File: src/rtl/stopclk_pkg.sv
package stopclk_pkg;

    localparam logic [7:0] UNLOCK_KEY = 8'h55;

    typedef enum logic [1:0] {
        ST_RUN  = 2'd0,
        ST_STOP = 2'd1,
        ST_WAKE = 2'd2
    } stop_state_e;

    // bit 1 : crystal driver off, bit 0 : stop requests blocked
    typedef struct packed {
        logic xtal_off;
        logic stop_block;
    } ctl_bits_t;

    function automatic logic wake_needs_count(ctl_bits_t c, logic sysclk_sel, logic wdt_off);
        return !c.xtal_off || (sysclk_sel && !wdt_off);
    endfunction

    function automatic logic [7:0] ctl_to_byte(ctl_bits_t c);
        return {6'b0, c};
    endfunction

endpackage

File: src/rtl/stopclk_keyreg.sv
module stopclk_keyreg
    import stopclk_pkg::*;
#(
    parameter int unsigned ADDR_W   = 8,
    parameter int unsigned REG_ADDR = 26
) (
    input  logic              clk,
    input  logic              rst,
    input  logic [ADDR_W-1:0] bus_addr,
    input  logic [7:0]        bus_wdata,
    input  logic              bus_we,
    input  logic              irq_ack,
    output ctl_bits_t         ctl_q,
    output logic              armed
);
    localparam logic [ADDR_W-1:0] SEL = ADDR_W'(REG_ADDR);

    logic hit;
    assign hit = (bus_addr == SEL);

    always_ff @(posedge clk) begin
        if (rst) begin
            ctl_q <= '0;
            armed <= 1'b0;
        end else if (irq_ack) begin
            armed <= 1'b0;
        end else if (bus_we) begin
            if (!hit) begin
                armed <= 1'b0;
            end else if (armed) begin
                ctl_q <= ctl_bits_t'(bus_wdata[1:0]);
                armed <= 1'b0;
            end else begin
                armed <= (bus_wdata == UNLOCK_KEY);
            end
        end
    end

endmodule

File: src/rtl/stopclk_wakecnt.sv
module stopclk_wakecnt #(
    parameter int unsigned WAKE_CYC = 16
) (
    input  logic clk,
    input  logic rst,
    input  logic load,
    output logic expire,
    output logic done
);
    localparam int unsigned CW = (WAKE_CYC > 1) ? $clog2(WAKE_CYC) : 1;
    localparam logic [CW-1:0] LOAD_VAL = CW'(WAKE_CYC - 1);

    logic [CW-1:0] cnt;
    logic          busy;

    assign expire = busy && (cnt == '0);

    always_ff @(posedge clk) begin
        if (rst) begin
            cnt  <= '0;
            busy <= 1'b0;
            done <= 1'b0;
        end else begin
            done <= expire;
            if (load) begin
                cnt  <= LOAD_VAL;
                busy <= 1'b1;
            end else if (expire) begin
                busy <= 1'b0;
            end else if (busy) begin
                cnt <= cnt - 1'b1;
            end
        end
    end

endmodule

File: src/rtl/stopclk_seq.sv
module stopclk_seq
    import stopclk_pkg::*;
(
    input  logic        clk,
    input  logic        rst,
    input  logic        stop_req,
    input  logic        wake_irq,
    input  ctl_bits_t   ctl,
    input  logic        sysclk_sel,
    input  logic        wdt_off,
    input  logic        cnt_expire,
    output stop_state_e state,
    output logic        go_count,
    output logic        wdt_start
);
    stop_state_e nxt;
    logic        woke;

    assign woke     = (state == ST_STOP) && wake_irq;
    assign go_count = woke && wake_needs_count(ctl, sysclk_sel, wdt_off);

    always_comb begin
        nxt = state;
        unique case (state)
            ST_RUN:  if (stop_req && !ctl.stop_block) nxt = ST_STOP;
            ST_STOP: if (woke) nxt = go_count ? ST_WAKE : ST_RUN;
            ST_WAKE: if (cnt_expire) nxt = ST_RUN;
            default: nxt = ST_RUN;
        endcase
    end

    always_ff @(posedge clk) begin
        if (rst) begin
            state     <= ST_RUN;
            wdt_start <= 1'b0;
        end else begin
            state     <= nxt;
            wdt_start <= go_count;
        end
    end

endmodule

File: src/rtl/stopclk_ctrl.sv
module stopclk_ctrl
    import stopclk_pkg::*;
#(
    parameter int unsigned ADDR_W   = 8,
    parameter int unsigned REG_ADDR = 26,
    parameter int unsigned WAKE_CYC = 16
) (
    input  logic              clk,
    input  logic              rst,
    input  logic [ADDR_W-1:0] bus_addr,
    input  logic [7:0]        bus_wdata,
    input  logic              bus_we,
    output logic [7:0]        bus_rdata,
    input  logic              irq_ack,
    input  logic              stop_req,
    input  logic              wake_irq,
    input  logic              sysclk_sel,
    input  logic              wdt_off,
    output logic              osc_en,
    output logic              xout_high,
    output logic              stop_active,
    output logic              wdt_start,
    output logic              wdt_done
);
    localparam logic [ADDR_W-1:0] SEL = ADDR_W'(REG_ADDR);

    ctl_bits_t   ctl_q;
    logic        armed;
    stop_state_e state;
    logic        go_count;
    logic        cnt_expire;

    stopclk_keyreg #(.ADDR_W(ADDR_W), .REG_ADDR(REG_ADDR)) u_reg (
        .clk       (clk),
        .rst       (rst),
        .bus_addr  (bus_addr),
        .bus_wdata (bus_wdata),
        .bus_we    (bus_we),
        .irq_ack   (irq_ack),
        .ctl_q     (ctl_q),
        .armed     (armed)
    );

    stopclk_seq u_seq (
        .clk        (clk),
        .rst        (rst),
        .stop_req   (stop_req),
        .wake_irq   (wake_irq),
        .ctl        (ctl_q),
        .sysclk_sel (sysclk_sel),
        .wdt_off    (wdt_off),
        .cnt_expire (cnt_expire),
        .state      (state),
        .go_count   (go_count),
        .wdt_start  (wdt_start)
    );

    stopclk_wakecnt #(.WAKE_CYC(WAKE_CYC)) u_cnt (
        .clk    (clk),
        .rst    (rst),
        .load   (go_count),
        .expire (cnt_expire),
        .done   (wdt_done)
    );

    assign bus_rdata   = (bus_addr == SEL) ? ctl_to_byte(ctl_q) : 8'h00;
    assign xout_high   = ctl_q.xtal_off;
    assign osc_en      = !ctl_q.xtal_off && (state != ST_STOP);
    assign stop_active = (state != ST_RUN);

endmodule

File: config.mk
export PLATFORM = sky130hd
export DESIGN_NAME = stopclk_ctrl
export DESIGN_NICKNAME = d
export VERILOG_FILES = /design/src/rtl/stopclk_pkg.sv /design/src/rtl/stopclk_keyreg.sv /design/src/rtl/stopclk_wakecnt.sv /design/src/rtl/stopclk_seq.sv /design/src/rtl/stopclk_ctrl.sv
export SDC_FILE = /design/constraint.sdc
export NUM_CORES = 1
export LEC_CHECK = 0
export BUFFER_PORTS_ARGS = -buffer_cell sky130_fd_sc_hd__buf_4
export CORE_ASPECT_RATIO = 1.25
export CORE_MARGIN = 3
export CORE_UTILIZATION = 40
export CTS_BUF_LIST = sky130_fd_sc_hd__clkbuf_4 sky130_fd_sc_hd__clkbuf_8
export DETAILED_ROUTE_END_ITERATION = 12
export HOLD_SLACK_MARGIN = 0.08
export PLACE_DENSITY = 0.76
export SYNTH_ARGS = -nofsm -noshare
export SYNTH_HDL_FRONTEND = slang
export SYNTH_SLANG_ARGS = --single-unit
File: constraint.sdc
create_clock -name clk -period 1.1 [get_ports clk]
set_input_delay 0.22 -clock clk [delete_from_list [all_inputs] [get_ports clk]]
set_output_delay 0.22 -clock clk [all_outputs]
set_load 0.05 [all_outputs]
# == Word level (Yosys, flattened, before mapping) ==
# Cells that the tools add are included.
# op_classes
n_reduce_logical,19
bitwise,1
addsub,1
muxes,13
n_eq_ne,9
# ops
op,count
4-bit two-way mux,3
2-bit two-way mux,5
8-bit by 5-bit equality test with 1-bit output (second input constant),1
8-bit by 7-bit equality test with 1-bit output (second input constant),1
2-bit by 1-bit inequality test with 1-bit output (second input constant),4
1-bit logical AND,6
2-bit case mux with 3 select lines,1
2-bit nonzero test,3
4-bit logical NOT,1
1-bit two-way mux,4
4-bit AND reduction,1
4-bit by 1-bit subtractor with 4-bit output (second input constant),1
1-bit logical NOT,3
3-bit AND reduction,1
2-bit by 1-bit equality test with 1-bit output (second input constant),1
2-bit equality test (second input constant),1
2-bit logical NOT,1
2-bit inequality test (second input constant),1
2-bit AND reduction,1
2-bit OR reduction,1
1-bit logical OR,1
1-bit inverter,1
# word_totals
out_inout_bits,13
register_bits,12
in_bits,24

# == Logic depth before layout (Yosys ltp) ==
# logic_depth
word_depth,7
depth_mapped,6
ltp_nobuf,6

# == Hierarchy ==
# From an unflattened synthesis, not the netlist that was laid out.
# hier_totals
hier_cells,86
area_unflattened_um2,740.7
# modules_own_cells
module,seq_area_each_um2,cells_each,area_each_um2,instances
stopclk_wakecnt,120.1,34,299.0,1
stopclk_keyreg,60.1,21,215.2,1
stopclk_seq,60.1,15,123.9,1
stopclk_ctrl,0.0,16,102.6,1

# == Least setup slack after synthesis ==
# Ideal clock, no wire load.
# synth_path
kind,reg-to-output
from,"register, netlist name u_reg.ctl_q[1]"
to,output osc_en
stages_incl_launch_ff,2
required_time_ns,0.880
path_buffers,0
arrival_time_ns,1.324
setup_slack_ns,-0.444
path_cell_list,dfxtp_1 -> a21oi_1
# synth_via
elab_chain_cells,2
# synth_rtl
item,line_no,text
1-bit logical NOT,stopclk_ctrl.sv:68,assign osc_en = !ctl_q.xtal_off && (state != ST_STOP);
1-bit logical AND,stopclk_ctrl.sv:68,
"end, declared",stopclk_ctrl.sv:19,"output logic osc_en,"
# Every way passes these cells.

# == Worst setup path after layout ==
# layout_path
from,input bus_addr[0]
to,output bus_rdata[1]
# layout_via
elab_chain_cells,2
# layout_rtl
item,line_no,text
"start, declared",stopclk_ctrl.sv:10,"input logic [ADDR_W-1:0] bus_addr,"
8-bit by 5-bit equality test with 1-bit output,stopclk_ctrl.sv:66,assign bus_rdata = (bus_addr == SEL) ? ctl_to_byte(ctl_q) : 8'h00;
2-bit two-way mux,stopclk_ctrl.sv:66,
"end, declared",stopclk_ctrl.sv:13,"output logic [7:0] bus_rdata,"
# Every way passes these cells.

==> run_results.csv <==
group,metric,value,unit
outcome,run_status,"complete, but fails checks",
outcome,failed_checks,"negative setup slack",
logic_synthesis,most_frequently_used_flop_master_after_synthesis,"sky130_fd_sc_hd__dfxtp_1",
logic_synthesis,post_synthesis_sequential_element_count,12,
worst_setup_path,cp-endpoint,"bus_rdata[1]",
worst_setup_path,critPathLaunchType,"primary input",
routing,drt.antenna.violating_nets,0,
logic_synthesis,asyncSetResetFlopFracSynth,0,%
sta,post-route-worst-setup-slack,-0.190,ns
grt,gr-total-overflow,0,
clocking,cts_root_buffer,"sky130_fd_sc_hd__clkbuf_4",
sta,finalWorstPathRequiredPeriod,1.29,ns
sta,hold_viol,0,
final_layout,fillerInstances,114,
final_layout,final_nets,140,
clocking,clock_insertion_delay_worst_skew,0.28,ns
logic_synthesis,syn_avg_cell_area,9.24,um2
die,coreArea,1460,um2
sta,final.setup_skew,0.00386,ns
worst_setup_path,maximum_fanout_count_along_the_critical_path,3,
grt,gr-usage-all-layers,16.4,%
placement,placed_area,976,um2
power,power_density,1090,nW/um2
sta,maxClockFrequency,775,MHz
logic_synthesis,synth-seq-area-share,36.1,%
placement,numPortBuffers,30,
grt,grt_first_pass_wirelength,2740,um
worst_setup_path,r2r_cells,6,
worst_setup_path,critical_path.max_stage_delay,0.27,ns
worst_setup_path,reg2reg_slack,-0.04,ns
worst_setup_path,crit_required,0.88,ns
clocking,clk_path_buf_depth,2,
routing,remaining_drc_errors,0,
final_layout,fin_cells,130,
routing,dr.first_iter.drc_count,10,
routing,drt_pre_antenna_iters,4,
final_layout,area_growth,64.1,%
die,die_h,51.6,um
sta,rsz_0062_raised_after_global_routing,"true",
routing,drt-wirelength-per-cell,13.0,um
worst_setup_path,end_kind,"primary output",
logic_synthesis,yosysTopAreaCellShare,36.1,%
placement,place.detailed.instances,126,
final_layout,post_route_cells_drive_above_1_share,57.5,%
min_path,hold_class,"in2reg",
logic_synthesis,synthDominantAreaCellType,"sky130_fd_sc_hd__dfxtp_1",
routing,number_of_vias_in_the_routed_layout,649,
placement,finalWeightedCongestion,0.739,
routing,routed_via_density,4.99,
worst_setup_path,worst-setup-path-type,"in2out",
clocking,tritoncts_clock_tree,"built",
worst_setup_path,worst_r2r_startpoint,"u_cnt.cnt[0]",
clocking,path_clk_slew,0.07,ns
routing,drt_wl_total,1690,um
worst_setup_path,timing.critical_path.depth,5,
final_layout,final_design_area_no_fill,1090,um2
run,max_cap_viol_count,0,
grt,grt_max_degree,9,
worst_setup_path,cp.arrival,1.07,ns
clocking,cts_htree_levels,1,
sta,final.period_utilization,117,%
worst_setup_path,worstPathCellList,"buf_6 > and4bb_1 > and3_4 > and2_4 > buf_8",
logic_synthesis,synthesis.yosys.warnings,0,
clocking,cts_buffers,3,
grt,antenna_found_initial,0,
sta,setup_violations,5,
die,die_w,42.5,um
power,power.ir.vdd_worst,815,uV
worst_setup_path,crit-reg2reg-capture,"u_cnt.cnt[0]",
logic_synthesis,synthesized_cell_area,666,um2
clocking,holdBufCountCts,0,
final_layout,num_antenna_cells,0,
logic_synthesis,count_of_flip_flops_with_a_built_in_enable_after_synthesis,0,
logic_synthesis,netlist_top_cells_count,"sky130_fd_sc_hd__dfxtp_1, sky130_fd_sc_hd__nor2_1, sky130_fd_sc_hd__buf_4, sky130_fd_sc_hd__inv_1, sky130_fd_sc_hd__o21ai_0",
logic_synthesis,post_synth_inst_count,72,
die,initial_core_util,45.5,%
placement,dp_hpwl,1260,um
logic_synthesis,post-synth-top-count-cell,"sky130_fd_sc_hd__dfxtp_1",
die,rows,15,
logic_synthesis,yosys_cell_types,31,
die,dieArea,2190,um2
worst_setup_path,critical_path_s_slowest_cell,"sky130_fd_sc_hd__and4bb_1",
logic_synthesis,post_synth_main_area_contributors,"sky130_fd_sc_hd__dfxtp_1, sky130_fd_sc_hd__buf_4, sky130_fd_sc_hd__and4bb_1",
worst_setup_path,cp-startpoint,"bus_addr[0]",
worst_setup_path,cp_num_buf_inv,2,
worst_setup_path,critical-path-top-delay-family,"simple AND/OR/NAND/NOR gates",
grt,number_of_global_route_vias_before_repair,656,
clocking,cts_sinks,12,
power,cellLeakagePower,0.511,nW
die,pin_count,37,
sta,finalMaxSlewViolations,0,
## cell families after synthesis
family | count (synthesis) | synth area share, %
xor+xnor | 1 | 1.32
fa+ha+maj | 2 | 3.76
flops | 12 | 36.1
compound gates | 13 | 13.5
simple gates | 28 | 29.9
buf+inv | 12 | 10.3
other cells | 1 | 0.563
mux | 3 | 4.51
## worst reg2reg max path, cell delays in order, from the launching register on
cell and delay, ns:
sky130_fd_sc_hd__dfxtp_2 0.34, sky130_fd_sc_hd__inv_2 0.08, sky130_fd_sc_hd__ha_4 0.15, sky130_fd_sc_hd__nand2b_4 0.07
sky130_fd_sc_hd__o21ai_4 0.17, sky130_fd_sc_hd__xnor2_1 0.14, sky130_fd_sc_hd__o21ai_1 0.07
## through the flow
stage                     power [mW]  setup TNS (ns)  hold WS [ns]  util (%)  worst slack [ns]
after global routing            1.26           -1.06        0.0996      74.6            -0.207
after global placement         0.798          -0.665         0.400      66.7            -0.223
after CTS                       1.18          -0.672         0.105      72.5            -0.176
after floorplan                0.693         -0.0531         0.296         -           -0.0209
after detailed placement       0.804          -0.752         0.402      66.7            -0.222
final                           1.19          -0.697         0.115      74.6            -0.190
## placed cells by master, fill, tap and decap left out, types with 4 or more instances in the layout
| master | Yosys | layout |
|---|---|---|
| sky130_fd_sc_hd__dfxtp_1 | 12 | 7 |
| sky130_fd_sc_hd__buf_6 | 0 | 5 |
| sky130_fd_sc_hd__dfxtp_2 | 0 | 4 |
| sky130_fd_sc_hd__buf_4 | 6 | 31 |
| sky130_fd_sc_hd__conb_1 | 1 | 6 |
| sky130_fd_sc_hd__nor2_1 | 7 | 7 |
## power breakdown
part           internal (mW)  switching [mW]
Sequential             0.458          0.0177
Clock                  0.201           0.148
Combinational          0.174           0.189
Total                  0.833           0.355
## flip-flops by register name (all words and copies together) (netlist names)
name             flops
u_cnt.busy           1
u_cnt.cnt            4
u_cnt.done           1
u_reg.armed          1
u_reg.ctl_q          2
u_seq.state          2
u_seq.wdt_start      1
## area by class of cell
cell class                      instances  area [um2]  area share [%]
Timing Repair Buffer                   39         334            30.6
Clock buffer                            4        36.3            3.32
Multi-Input combinational cell         53         433            39.6
Sequential cell                        12         249            22.8
Inverter                                5        18.8            1.72
Tap cell                               17        21.3            1.95
## worst min path at each step
stage	from	endpoint	slack, ns	depth (start not counted)
CTS	irq_ack	u_reg.armed	0.11	2
global placement	irq_ack	u_reg.armed	0.40	2
finish	irq_ack	u_reg.armed	0.12	2
detailed placement	irq_ack	u_reg.armed	0.40	2
floorplan	rst	u_reg.armed	0.30	1
global route	irq_ack	u_reg.armed	0.1	2
## metal layers
layer	vias to the layer above	share of wire, %	GRT usage, %
met3	4	9.2	5.88
met2	29	52	28.2
met5	-	0	0
met4	0	1.4	7.77
li1	321	-	-
met1	295	38	17.7
## repair_timing
item,in CTS,in global routing
pin swaps,4,2
setup buffers,0,0
resized for setup,18,8
endpoints found under the setup margin,7,10
(Power assumes the default switching activity.)
